<file path="src/rtl/ydiv_pkg.sv">
package ydiv_pkg;
  typedef enum logic [1:0] {
    ST_IDLE = 2'd0,
    ST_RUN  = 2'd1,
    ST_FIN  = 2'd2
  } ydiv_state_e;

  typedef struct packed {
    logic n;
    logic z;
    logic v;
    logic c;
  } ydiv_flags_t;
endpackage

</file>
<file path="src/rtl/ydiv_operand.sv">
module ydiv_operand #(
  parameter int DW = 32,
  parameter int IW = 13
) (
  input  logic            sgn,
  input  logic            use_imm,
  input  logic [DW-1:0]   src1_lo,
  input  logic [DW-1:0]   src2_lo,
  input  logic [IW-1:0]   imm,
  input  logic [DW-1:0]   y,
  output logic [2*DW-1:0] dvd_mag,
  output logic [DW-1:0]   dvs_mag,
  output logic            q_neg,
  output logic            dvs_zero
);
  localparam int XW = 2 * DW;

  logic [XW-1:0] dvd;
  logic [DW-1:0] dvs;
  logic          dvd_neg, dvs_neg;

  always_comb begin
    dvd      = {y, src1_lo};
    dvs      = use_imm ? {{(DW-IW){imm[IW-1]}}, imm} : src2_lo;
    dvd_neg  = sgn & dvd[XW-1];
    dvs_neg  = sgn & dvs[DW-1];
    dvd_mag  = dvd_neg ? (~dvd + 1'b1) : dvd;
    dvs_mag  = dvs_neg ? (~dvs + 1'b1) : dvs;
    q_neg    = dvd_neg ^ dvs_neg;
    dvs_zero = (dvs == '0);
  end
endmodule

</file>
<file path="src/rtl/ydiv_core.sv">
module ydiv_core #(
  parameter int DW = 32
) (
  input  logic            clk,
  input  logic            rst_n,
  input  logic            load,
  input  logic            step,
  input  logic [2*DW-1:0] dvd_in,
  input  logic [DW-1:0]   dvs_in,
  output logic [2*DW-1:0] quo
);
  localparam int XW = 2 * DW;

  logic [XW-1:0] q_r;
  logic [DW-1:0] rem_r;
  logic [DW-1:0] dvs_r;
  logic [DW:0]   shifted, diff;
  logic          fits;

  always_comb begin
    shifted = {rem_r, q_r[XW-1]};
    diff    = shifted - {1'b0, dvs_r};
    fits    = (shifted >= {1'b0, dvs_r});
  end

  always_ff @(posedge clk or negedge rst_n) begin
    if (!rst_n) begin
      q_r   <= '0;
      rem_r <= '0;
      dvs_r <= '0;
    end else if (load) begin
      q_r   <= dvd_in;
      rem_r <= '0;
      dvs_r <= dvs_in;
    end else if (step) begin
      q_r   <= {q_r[XW-2:0], fits};
      rem_r <= fits ? diff[DW-1:0] : shifted[DW-1:0];
    end
  end

  assign quo = q_r;
endmodule

</file>
<file path="src/rtl/ydiv_finish.sv">
module ydiv_finish
  import ydiv_pkg::*;
#(
  parameter int DW = 32
) (
  input  logic [2*DW-1:0] quo,
  input  logic            q_neg,
  input  logic            sgn,
  input  logic            setcc,
  input  logic            dz,
  output logic [2*DW-1:0] result,
  output ydiv_flags_t     flags
);
  localparam int XW = 2 * DW;
  localparam logic [XW-1:0] SAT_U   = {{DW{1'b0}}, {DW{1'b1}}};
  localparam logic [XW-1:0] SAT_POS = {{(DW+1){1'b0}}, {(DW-1){1'b1}}};
  localparam logic [XW-1:0] SAT_NEG = {{(DW+1){1'b1}}, {(DW-1){1'b0}}};

  logic          over_u, over_p, over_n, clamp;
  logic [DW-1:0] lo_signed;

  always_comb begin
    over_u    = |quo[XW-1:DW];
    over_p    = ~q_neg & (|quo[XW-1:DW-1]);
    over_n    = q_neg & ((|quo[XW-1:DW]) | (quo[DW-1] & (|quo[DW-2:0])));
    lo_signed = q_neg ? (~quo[DW-1:0] + 1'b1) : quo[DW-1:0];
    clamp     = 1'b0;
    if (dz) begin
      result = '0;
    end else if (!sgn) begin
      clamp  = over_u;
      result = over_u ? SAT_U : {{DW{1'b0}}, quo[DW-1:0]};
    end else if (over_p) begin
      clamp  = 1'b1;
      result = SAT_POS;
    end else if (over_n) begin
      clamp  = 1'b1;
      result = SAT_NEG;
    end else begin
      result = {{DW{lo_signed[DW-1]}}, lo_signed};
    end
    flags = '0;
    if (setcc && !dz) begin
      flags.n = result[DW-1];
      flags.z = (result[DW-1:0] == '0);
      flags.v = clamp;
      flags.c = 1'b0;
    end
  end
endmodule

</file>
<file path="src/rtl/ydiv_unit.sv">
module ydiv_unit
  import ydiv_pkg::*;
#(
  parameter int DW = 32,
  parameter int IW = 13
) (
  input  logic            clk,
  input  logic            rst_n,
  input  logic            req_valid,
  output logic            req_ready,
  input  logic            req_signed,
  input  logic            req_setcc,
  input  logic            req_use_imm,
  input  logic [2*DW-1:0] req_src1,
  input  logic [2*DW-1:0] req_src2,
  input  logic [IW-1:0]   req_imm,
  input  logic [DW-1:0]   req_y,
  output logic            rsp_valid,
  output logic [2*DW-1:0] rsp_result,
  output logic            rsp_dz,
  output logic            rsp_flag_n,
  output logic            rsp_flag_z,
  output logic            rsp_flag_v,
  output logic            rsp_flag_c
);
  localparam int XW   = 2 * DW;
  localparam int ITER = XW;
  localparam int CW   = $clog2(ITER + 1);

  ydiv_state_e   state;
  logic [CW-1:0] cnt;
  logic          sgn_q, setcc_q, qneg_q, dz_q;
  logic          accept;

  logic [XW-1:0] dvd_mag, quo, fin_result;
  logic [DW-1:0] dvs_mag;
  logic          q_neg, dvs_zero;
  ydiv_flags_t   fin_flags;
  logic          unused_hi_bits;

  assign unused_hi_bits = ^{req_src1[XW-1:DW], req_src2[XW-1:DW]};
  assign req_ready = (state == ST_IDLE);
  assign accept    = req_valid & req_ready;

  ydiv_operand #(.DW(DW), .IW(IW)) opnd_i (
    .sgn      (req_signed),
    .use_imm  (req_use_imm),
    .src1_lo  (req_src1[DW-1:0]),
    .src2_lo  (req_src2[DW-1:0]),
    .imm      (req_imm),
    .y        (req_y),
    .dvd_mag  (dvd_mag),
    .dvs_mag  (dvs_mag),
    .q_neg    (q_neg),
    .dvs_zero (dvs_zero)
  );

  ydiv_core #(.DW(DW)) core_i (
    .clk    (clk),
    .rst_n  (rst_n),
    .load   (accept),
    .step   (state == ST_RUN),
    .dvd_in (dvd_mag),
    .dvs_in (dvs_mag),
    .quo    (quo)
  );

  ydiv_finish #(.DW(DW)) fin_i (
    .quo    (quo),
    .q_neg  (qneg_q),
    .sgn    (sgn_q),
    .setcc  (setcc_q),
    .dz     (dz_q),
    .result (fin_result),
    .flags  (fin_flags)
  );

  always_ff @(posedge clk or negedge rst_n) begin
    if (!rst_n) begin
      state      <= ST_IDLE;
      cnt        <= '0;
      sgn_q      <= 1'b0;
      setcc_q    <= 1'b0;
      qneg_q     <= 1'b0;
      dz_q       <= 1'b0;
      rsp_valid  <= 1'b0;
      rsp_result <= '0;
      rsp_dz     <= 1'b0;
      rsp_flag_n <= 1'b0;
      rsp_flag_z <= 1'b0;
      rsp_flag_v <= 1'b0;
      rsp_flag_c <= 1'b0;
    end else begin
      rsp_valid <= 1'b0;
      case (state)
        ST_IDLE: begin
          if (accept) begin
            sgn_q   <= req_signed;
            setcc_q <= req_setcc;
            qneg_q  <= q_neg;
            dz_q    <= dvs_zero;
            cnt     <= CW'(ITER);
            state   <= dvs_zero ? ST_FIN : ST_RUN;
          end
        end
        ST_RUN: begin
          cnt <= cnt - 1'b1;
          if (cnt == CW'(1)) state <= ST_FIN;
        end
        ST_FIN: begin
          rsp_valid  <= 1'b1;
          rsp_result <= fin_result;
          rsp_dz     <= dz_q;
          rsp_flag_n <= fin_flags.n;
          rsp_flag_z <= fin_flags.z;
          rsp_flag_v <= fin_flags.v;
          rsp_flag_c <= fin_flags.c;
          state      <= ST_IDLE;
        end
        default: state <= ST_IDLE;
      endcase
    end
  end
endmodule

</file>
<file path="config.mk">
export PLATFORM = sky130hd
export DESIGN_NAME = ydiv_unit
export DESIGN_NICKNAME = d
export VERILOG_FILES = /design/src/rtl/ydiv_pkg.sv /design/src/rtl/ydiv_operand.sv /design/src/rtl/ydiv_core.sv /design/src/rtl/ydiv_finish.sv /design/src/rtl/ydiv_unit.sv
export SDC_FILE = /design/constraint.sdc
export NUM_CORES = 1
export LEC_CHECK = 0
export BUFFER_PORTS_ARGS = -buffer_cell sky130_fd_sc_hd__buf_2
export CORE_UTILIZATION = 45
export DETAILED_ROUTE_END_ITERATION = 7
export PLACE_DENSITY = 0.67
export SLEW_MARGIN = 20
export SYNTH_ARGS = -nofsm -noshare
export SYNTH_HDL_FRONTEND = slang
export SYNTH_SLANG_ARGS = --single-unit
</file>
<file path="constraint.sdc">
create_clock -name clk -period 3.28 [get_ports clk]
set_input_delay 0.164 -clock clk [delete_from_list [all_inputs] [get_ports clk]]
set_output_delay 0.164 -clock clk [all_outputs]
set_load 0.05 [all_outputs]
</file>
==> key figures, run 1 <==
Run status
  • Status: complete, no violations

Drt
  • First DRT Iteration DRCs: 986
  • Total Routed Length: 35.9 mm
  • Routed wire per std cell: 16.0 µm
  • DR vias/cell: 5.70
  • ANT nets after route: 0
  • Vias: 12794
  • Remaining DRCs: 0
  • Pre-antenna DRT Iters: 5

Synth
  • Sequential fraction of the synthesis area: 34.0%
  • Synth top area cells: dfrtp_1, nand2_1, nor2_1, o21ai_0, a21oi_1
  • Share of the synthesized area in the top cell type: 34.0%
  • Cells after Synth: 1696
  • Async S/R FF share, synth: 100%
  • Post-synth EDFFs: 0
  • Yosys reg bits: 179
  • Top-count cell post-synth: nand2_1
  • Mean post-synth cell area: 7.76 µm²
  • Most frequent cells after synthesis: nand2_1, dfrtp_1, nor2_1, o21ai_0, a21oi_1
  • Synth area leader: dfrtp_1
  • Syn nets: 1913
  • Yosys warns: 0
  • Post-synthesis cell type count: 80
  • Post-synthesis cell area: 13200 µm²
  • Top_reg_cell synth: dfrtp_1

CTS
  • Skew-Pair Late Insertion Delay: 0.43 ns
  • Root Driver: clkbuf_16
  • Clk sinks: 179
  • Clock buffer depth: 2
  • CTS tree: built
  • Total CTS buffers: 17
  • Reg clk slew, reported paths: 0.07 ns
  • H-tree Lvls: 4

Floorplan
  • Die width: 173 µm
  • Starting density of the core: 45.8%
  • Core Box Area: 28700 µm²
  • Die area: 29900 µm²
  • Die height: 173 µm
  • Ports: 250
  • Site row count: 62

Critical path
  • WS Path Type: flop to flop
  • Worst path cell trace: ha_1 > a21o_1 > a211oi_1 > nor2_1 > o41a_1 > a221o_1 > or2_2 > a21o_1 > a2111oi_2 > o21ai_1
  • Crit-path slowest cell: dfrtp_1
  • Worst EP required: 3.59 ns
  • Crit Path Max Fanout: 4
  • Largest delay share family, worst path: compound AO/OA/AOI/OAI gates
  • CP max stage delay: 0.41 ns
  • Crit start category: flop
  • CP endpoint kind: flop
  • Buffers plus inverters on the worst setup path: 0
  • CP dominant cell by count: a21o_1
  • Worst EP arrival: 3.43 ns

GRT
  • First-pass GRT wire length: 59.1 mm
  • Vias in the first global route: 11790
  • Gr ovfl total: 0
  • Largest net degree at the start of global routing: 86
  • GRT Total Usage: 23.8%
  • Initial antenna violation count: 1

Cells and area
  • Area of the multi-input gates: 7920 µm²
  • Post-layout net count: 2062
  • Reg area: 4480 µm²
  • Share of layout cells above drive strength 1: 18.1%
  • Cell Count, Final, Fillers Out: 2243
  • Final Cell Area: 15300 µm²
  • Fillers: 2730
  • Area growth syn-to-layout: 16.1%
  • Core Util, Final: 53.2%

Power
  • Pwr per Cell Area: 1000 nW/µm²
  • Internal power: 7.95 mW
  • Switching power: 7.34 mW
  • Part of the power in registers: 27.5%
  • Clock power share: 13.9%
  • Static Leak: 6.89 nW
  • Sw frac: 48.0%
  • Power, Total: 15.3 mW
  • Combinational share of power: 58.7%
  • VDD IR-drop max: 499 µV

STA
  • Post-route minimum period: 3.12 ns
  • Final Max Tran Viols: 0
  • Part of the cycle the worst path needs: 95.2%
  • Final worst slack: 0.158 ns
  • Max-slew headroom: 32.3%
  • Hold Fails Final Rpt: 0
  • Tightest Pin Transition: 1.02 ns
  • Final setup violation count: 0
  • Max Clock Skew: 0.0146 ns
  • Fmax: 0.320 GHz

Placement
  • Dpl ws: -0.0151 ns
  • Port Buf Inserts: 184
  • Placed insts: 2206
  • HPWL after DPL: 26.3 mm
  • GP Congestion: 0.913
  • Post-Place Cell Area: 14500 µm²

Hold path
  • Hold crit path type: input pin to flop

Run
  • Max-cap violations: 0
-- final timing paths --
check	cells after the start	slack, ns	to	from
setup / recovery	10	0.16	core_i.rem_r[31]$_DFFE_PN0P_	core_i.rem_r[17]$_DFFE_PN0P_
min in group asynchronous	2	0.37	rsp_result[62]$_DFFE_PN0P_	rst_n
hold / removal	3	0.04	state[1]$_DFFE_PN0P_	req_valid
max in group asynchronous	3	1.91	core_i.rem_r[19]$_DFFE_PN0P_	rst_n
hold reg to reg	2	0.47	rsp_result[14]$_DFFE_PN0P_	rsp_result[14]$_DFFE_PN0P_
setup reg to reg	10	0.16	core_i.rem_r[31]$_DFFE_PN0P_	core_i.rem_r[17]$_DFFE_PN0P_
-- sequential cells by signal, summed over array words and instances, names as in the netlist, 2 cells and up --
name and cells:
cnt 7, core_i.dvs_r 32, core_i.quo 64, core_i.rem_r 32
rsp_result 33, state 2
-- cell type report --
cell class              instances  area share, %
clock buffers                  17           2.79
well taps                     384           3.15
clock inverters                15           1.19
flip-flops and latches        179           29.3
repair buffers                259           10.3
inverters                      57           1.40
multi-input cells            1331           51.9
diodes                          1         0.0164
-- cells by family (layout without fill, tap and decap cells) --
| kind of cell | count (synthesis) | after routing | share of synthesized area (%) |
|---|---|---|---|
| AO/OA/AOI/OAI | 476 | 476 | 22.5 |
| adder cells (fa/ha/maj) | 38 | 38 | 3.67 |
| other | 1 | 2 | 0.0285 |
| AND/OR/NAND/NOR | 680 | 680 | 23.8 |
| multiplexers | 24 | 24 | 1.88 |
| flip-flops | 179 | 179 | 34.0 |
| XOR/XNOR | 112 | 112 | 7.46 |
| buffers and inverters | 186 | 348 | 6.65 |
-- tightest hold or removal path, delay by kind of cell --
| kind | cells | cell delay, ns |
|---|---|---|
| compound gates | 1 | 0.06 |
| simple gates | 1 | 0.08 |
| buf+inv | 1 | 0.13 |
-- power groups by stage --
stage	sequential [mW]	combinational [mW]	clock [mW]
after CTS	4.16	8.72	2.16
final	4.20	8.97	2.12
after detailed placement	4.19	8.67	0
after global routing	4.34	10.0	2.25
after floorplan	4.40	6.23	0
after global placement	4.15	8.46	0
-- cells in the final DEF, fill, tap and decap left out, drive strengths merged, types with 9 or more instances in the layout --
cell type,Yosys,final
nand2,270,270
buf,49,256
dfrtp,179,179
nor2,177,177
o21ai,133,133
a21oi,123,123
a31oi,70,70
inv,56,65
xnor2,59,59
xor2,53,53
nand3,46,46
nor3,46,46
ha,37,37
o31ai,35,35
nor4,25,25
mux2i,18,18
clkbuf,80,18
or3,16,16
a21o,15,15
and3,15,15
nand2b,14,14
o41ai,12,12
a211oi,11,11
and2,11,11
or4,11,11
nand4,10,10
nand3b,10,10
o211ai,9,9
-- repair_timing --
| item | CTS | global route |
|---|---|---|
| gates cloned | 0 | 1 |
| gates resized for setup | 1 | 22 |
| setup buffers | 0 | 1 |
| hold buffers | 2 | 0 |
| setup endpoints to repair | 2 | 24 |
| hold endpoints to repair | 84 | 0 |
| pin swaps | 1 | 3 |
-- routing by layer --
metal  vias up  global-route usage, %  wire [µm]  part of all wire [%]
li1       6300                      -          -                     -
met2       421                   38.9      16700                    47
met5         -                      0          0                     0
met4         0                   5.68        395                   1.1
met3        28                   2.40       1790                   5.0
met1      6045                   33.7      17000                    47
-- metrics by stage --
step | hold slack [ns] | setup TNS, ns
finish | 0.0383 | 0
global route | 0.0457 | -0.0393
CTS | 0.0246 | 0
detailed placement | 0.287 | -0.0151
global placement | 0.290 | -0.000398
floorplan | -0.132 | 0
Note: power is estimated with default switching activity, not from simulation.
==> run 2: changes to the inputs <==
- CELL_PAD_IN_SITES_DETAIL_PLACEMENT: unset -> 1
- CELL_PAD_IN_SITES_GLOBAL_PLACEMENT: unset -> 2
- CORE_UTILIZATION: 45 -> 29
- PLACE_DENSITY: 0.67 -> 0.74
==> key figures, run 2 (synthesis gave the netlist of run 1 again) <==
Power
  • Power, Total: 15.6 mW (was 15.3 mW)
  • Clock power share: 13.6% (was 13.9%)
  • Pwr per Cell Area: 992 nW/µm² (was 1000 nW/µm²)
  • VDD IR-drop max: 426 µV (was 499 µV)
  • Combinational share of power: 59.6% (was 58.7%)
  • Static Leak: 7.00 nW (was 6.89 nW)
  • Internal power: 8.05 mW (was 7.95 mW)
  • Switching power: 7.52 mW (was 7.34 mW)
  • Sw frac: 48.3% (was 48.0%)
  • Part of the power in registers: 26.8% (was 27.5%)

STA
  • Final setup violation count: 0 (unchanged)
  • RSZ-0062 raised after global routing: false
  • Fmax: 0.318 GHz (was 0.320 GHz)
  • Max Clock Skew: 0.0108 ns (was 0.0146 ns)
  • Final Max Tran Viols: 0 (unchanged)
  • Hold Fails Final Rpt: 0 (unchanged)
  • Final worst slack: 0.134 ns (was 0.158 ns)
  • Tightest Pin Transition: 0.826 ns (was 1.02 ns)
  • Post-route minimum period: 3.15 ns (was 3.12 ns)
  • Max-slew headroom: 44.4% (was 32.3%)
  • Part of the cycle the worst path needs: 95.9% (was 95.2%)

CTS
  • Reg clk slew, reported paths: 0.08 ns (was 0.07 ns)
  • Clk sinks: 179 (unchanged)
  • H-tree Lvls: 4 (unchanged)
  • Clock buffer depth: 2 (unchanged)
  • CTS tree: built (unchanged)
  • Root Driver: clkbuf_16 (unchanged)
  • Total CTS buffers: 17 (unchanged)
  • Skew-Pair Late Insertion Delay: 0.45 ns (was 0.43 ns)

Cells and area
  • Final Cell Area: 15700 µm² (was 15300 µm²)
  • Area of the multi-input gates: 7910 µm² (was 7920 µm²)
  • Most common cell after layout, fill and taps aside: nand2_1 (unchanged)
  • Fillers: 5483 (was 2730)
  • Core Util, Final: 35.3% (was 53.2%)
  • Diodes inserted: 0 (was 1)
  • Post-layout net count: 2086 (was 2062)
  • Reg area: 4480 µm² (unchanged)
  • Largest register FFs: 64 (unchanged)
  • Area growth syn-to-layout: 19.4% (was 16.1%)
  • Share of layout cells above drive strength 1: 18.8% (was 18.1%)
  • Most frequent cells in the layout: nand2_1, buf_2, dfrtp_1 (unchanged)

Drt
  • ANT nets after route: 0 (unchanged)
  • DR vias/cell: 5.19 (was 5.70)
  • Vias: 12844 (was 12794)
  • Remaining DRCs: 0 (unchanged)
  • First DRT Iteration DRCs: 619 (was 986)
  • Total Routed Length: 43.8 mm (was 35.9 mm)
  • Routed wire per std cell: 17.7 µm (was 16.0 µm)
  • Pre-antenna DRT Iters: 5 (unchanged)

Critical path
  • Buffers plus inverters on the worst setup path: 1 (was 0)
  • Crit Path Max Fanout: 4 (unchanged)
  • Crit-path slowest cell: a2111oi_4 (was dfrtp_1)
  • Worst EP required: 3.61 ns (was 3.59 ns)
  • CP dominant cell by count: a21o_1 (unchanged)
  • Reg2Reg Depth: 11 (was 10)
  • CP endpoint kind: flop (unchanged)
  • Crit start category: flop (unchanged)
  • CP max stage delay: 0.37 ns (was 0.41 ns)
  • Worst path cell trace: inv_1 > ha_1 > a21o_1 > a211oi_1 > nor2_1 > o41a_1 > a221o_1 > or2_2 > a21o_1 > a2111oi_4 > o21ai_0 (was ha_1 > a21o_1 > a211oi_1 > nor2_1 > o41a_1 > a221o_1 > or2_2 > a21o_1 > a2111oi_2 > o21ai_1)
  • R2R Setup Slk: 0.13 ns (was 0.16 ns)
  • Largest delay share family, worst path: compound AO/OA/AOI/OAI gates (unchanged)
  • FF-to-FF Start: core_i.dvs_r[18]$_DFFE_PN0P_ (was core_i.rem_r[17]$_DFFE_PN0P_)
  • Worst EP arrival: 3.48 ns (was 3.43 ns)
  • Crit Reg-Reg Endpoint: core_i.rem_r[31]$_DFFE_PN0P_ (unchanged)
  • WS Path Type: flop to flop (unchanged)

Floorplan
  • Die area: 46200 µm² (was 29900 µm²)
  • Die width: 215 µm (was 173 µm)
  • Site row count: 77 (was 62)
  • Starting density of the core: 29.6% (was 45.8%)
  • Ports: 250 (unchanged)
  • Core Box Area: 44500 µm² (was 28700 µm²)
  • Die height: 215 µm (was 173 µm)

Hold path
  • Hold crit path type: input pin to flop (unchanged)
  • Cells on Worst Hold Path: 3 (unchanged)
  • Hold_sp: req_y[20] (was req_valid)
  • Hold EP: core_i.quo[52]$_DFFE_PN0P_ (was state[1]$_DFFE_PN0P_)

GRT
  • First-pass GRT wire length: 70.9 mm (was 59.1 mm)
  • GRT Total Usage: 18.8% (was 23.8%)
  • Vias in the first global route: 13153 (was 11790)
  • Gr ovfl total: 0 (unchanged)
  • Initial antenna violation count: 0 (was 1)
  • Largest net degree at the start of global routing: 76 (was 86)

Placement
  • Dpl ws: -0.0215 ns (was -0.0151 ns)
  • Post-Place Cell Area: 15000 µm² (was 14500 µm²)
  • GP Congestion: 0.846 (was 0.913)
  • HPWL after DPL: 33.4 mm (was 26.3 mm)
  • Port Buf Inserts: 184 (unchanged)

Run status
  • Status: complete, no violations (unchanged)

Run
  • Max-cap violations: 0 (unchanged)
==> run 2: cell count changes in the layout (fill, tap and decap cells not counted), moves of 3 or more <==
| cell | delta |
|---|---|
| buf_4 | +20 |
| clkinv_8 | -3 |
| inv_8 | -3 |
| nor4_1 | +4 |
| nor4_2 | -4 |
==> run 2: repair_timing <==
| action | CTS | global route |
|---|---|---|
| hold endpoints to repair | 73 | 0 |
| buffers inserted | 0 | 2 |
| pin swaps | 1 | 2 |
| resized for setup | 2 | 18 |
| setup endpoints to repair | 3 | 21 |
| gates cloned | 0 | 1 |
| hold buffers | 4 | 0 |
==> run 2: final cells by class <==
class | instances | share of cell area (%)
clock buffer | 18 | 2.80
clock inverter | 13 | 0.948
inverter | 57 | 1.36
multi-input combinational | 1331 | 50.3
sequential | 179 | 28.5
tap | 592 | 4.72
timing repair buffer | 283 | 11.3
==> run 2: power by group through the flow <==
stage / registers (mW) / clock network [mW] / logic, mW
finish: 4.18 / 2.12 / 9.28
CTS: 4.18 / 2.19 / 9.16
floorplan: 4.40 / 0 / 6.23
detailed placement: 4.21 / 0 / 9.10
global route: 4.34 / 2.25 / 10.4
global placement: 4.16 / 0 / 8.87
==> run 2: per-layer routing <==
metal | wire length, µm | global-route usage, % | vias to the layer above
li1 | - | - | 6324
met1 | 20500 | 24.7 | 6275
met2 | 21500 | 32.5 | 191
met3 | 967 | 2.08 | 54
met4 | 855 | 5.51 | 0
met5 | 0 | 0 | -
==> run 2: worst max-delay path by stage <==
stage          slack [ns]                      endpoint  cells past startpoint                         start
3_3_place_gp       -0.002    rsp_result[62]$_DFFE_PN0P_                     10    core_i.quo[13]$_DFFE_PN0P_
2_1_floorplan        0.04  core_i.dvs_r[26]$_DFFE_PN0P_                     15                   req_use_imm
4_1_cts             0.007        rsp_flag_z$_DFFE_PN0P_                     11    core_i.quo[42]$_DFFE_PN0P_
5_1_grt            0.0005  core_i.rem_r[29]$_DFFE_PN0P_                     13  core_i.dvs_r[18]$_DFFE_PN0P_
3_5_place_dp        -0.02  core_i.rem_r[31]$_DFFE_PN0P_                     11  core_i.dvs_r[18]$_DFFE_PN0P_
6_report             0.13  core_i.rem_r[31]$_DFFE_PN0P_                     11  core_i.dvs_r[18]$_DFFE_PN0P_
==> run 2: per-stage QoR <==
stage               cells  TNS (ns)  hold slack, ns
CTS                  2470         0          0.0280
global placement     2435  -0.00224           0.243
detailed placement   2435   -0.0215           0.251
global route         2473         0          0.0527
floorplan            1696         0          -0.132
finish               2473         0          0.0460
==> run 2: worst min-delay path, cell delays in order <==
cell,delay (ns)
buf_2,0.10
xor2_1,0.07
o21ai_0,0.13
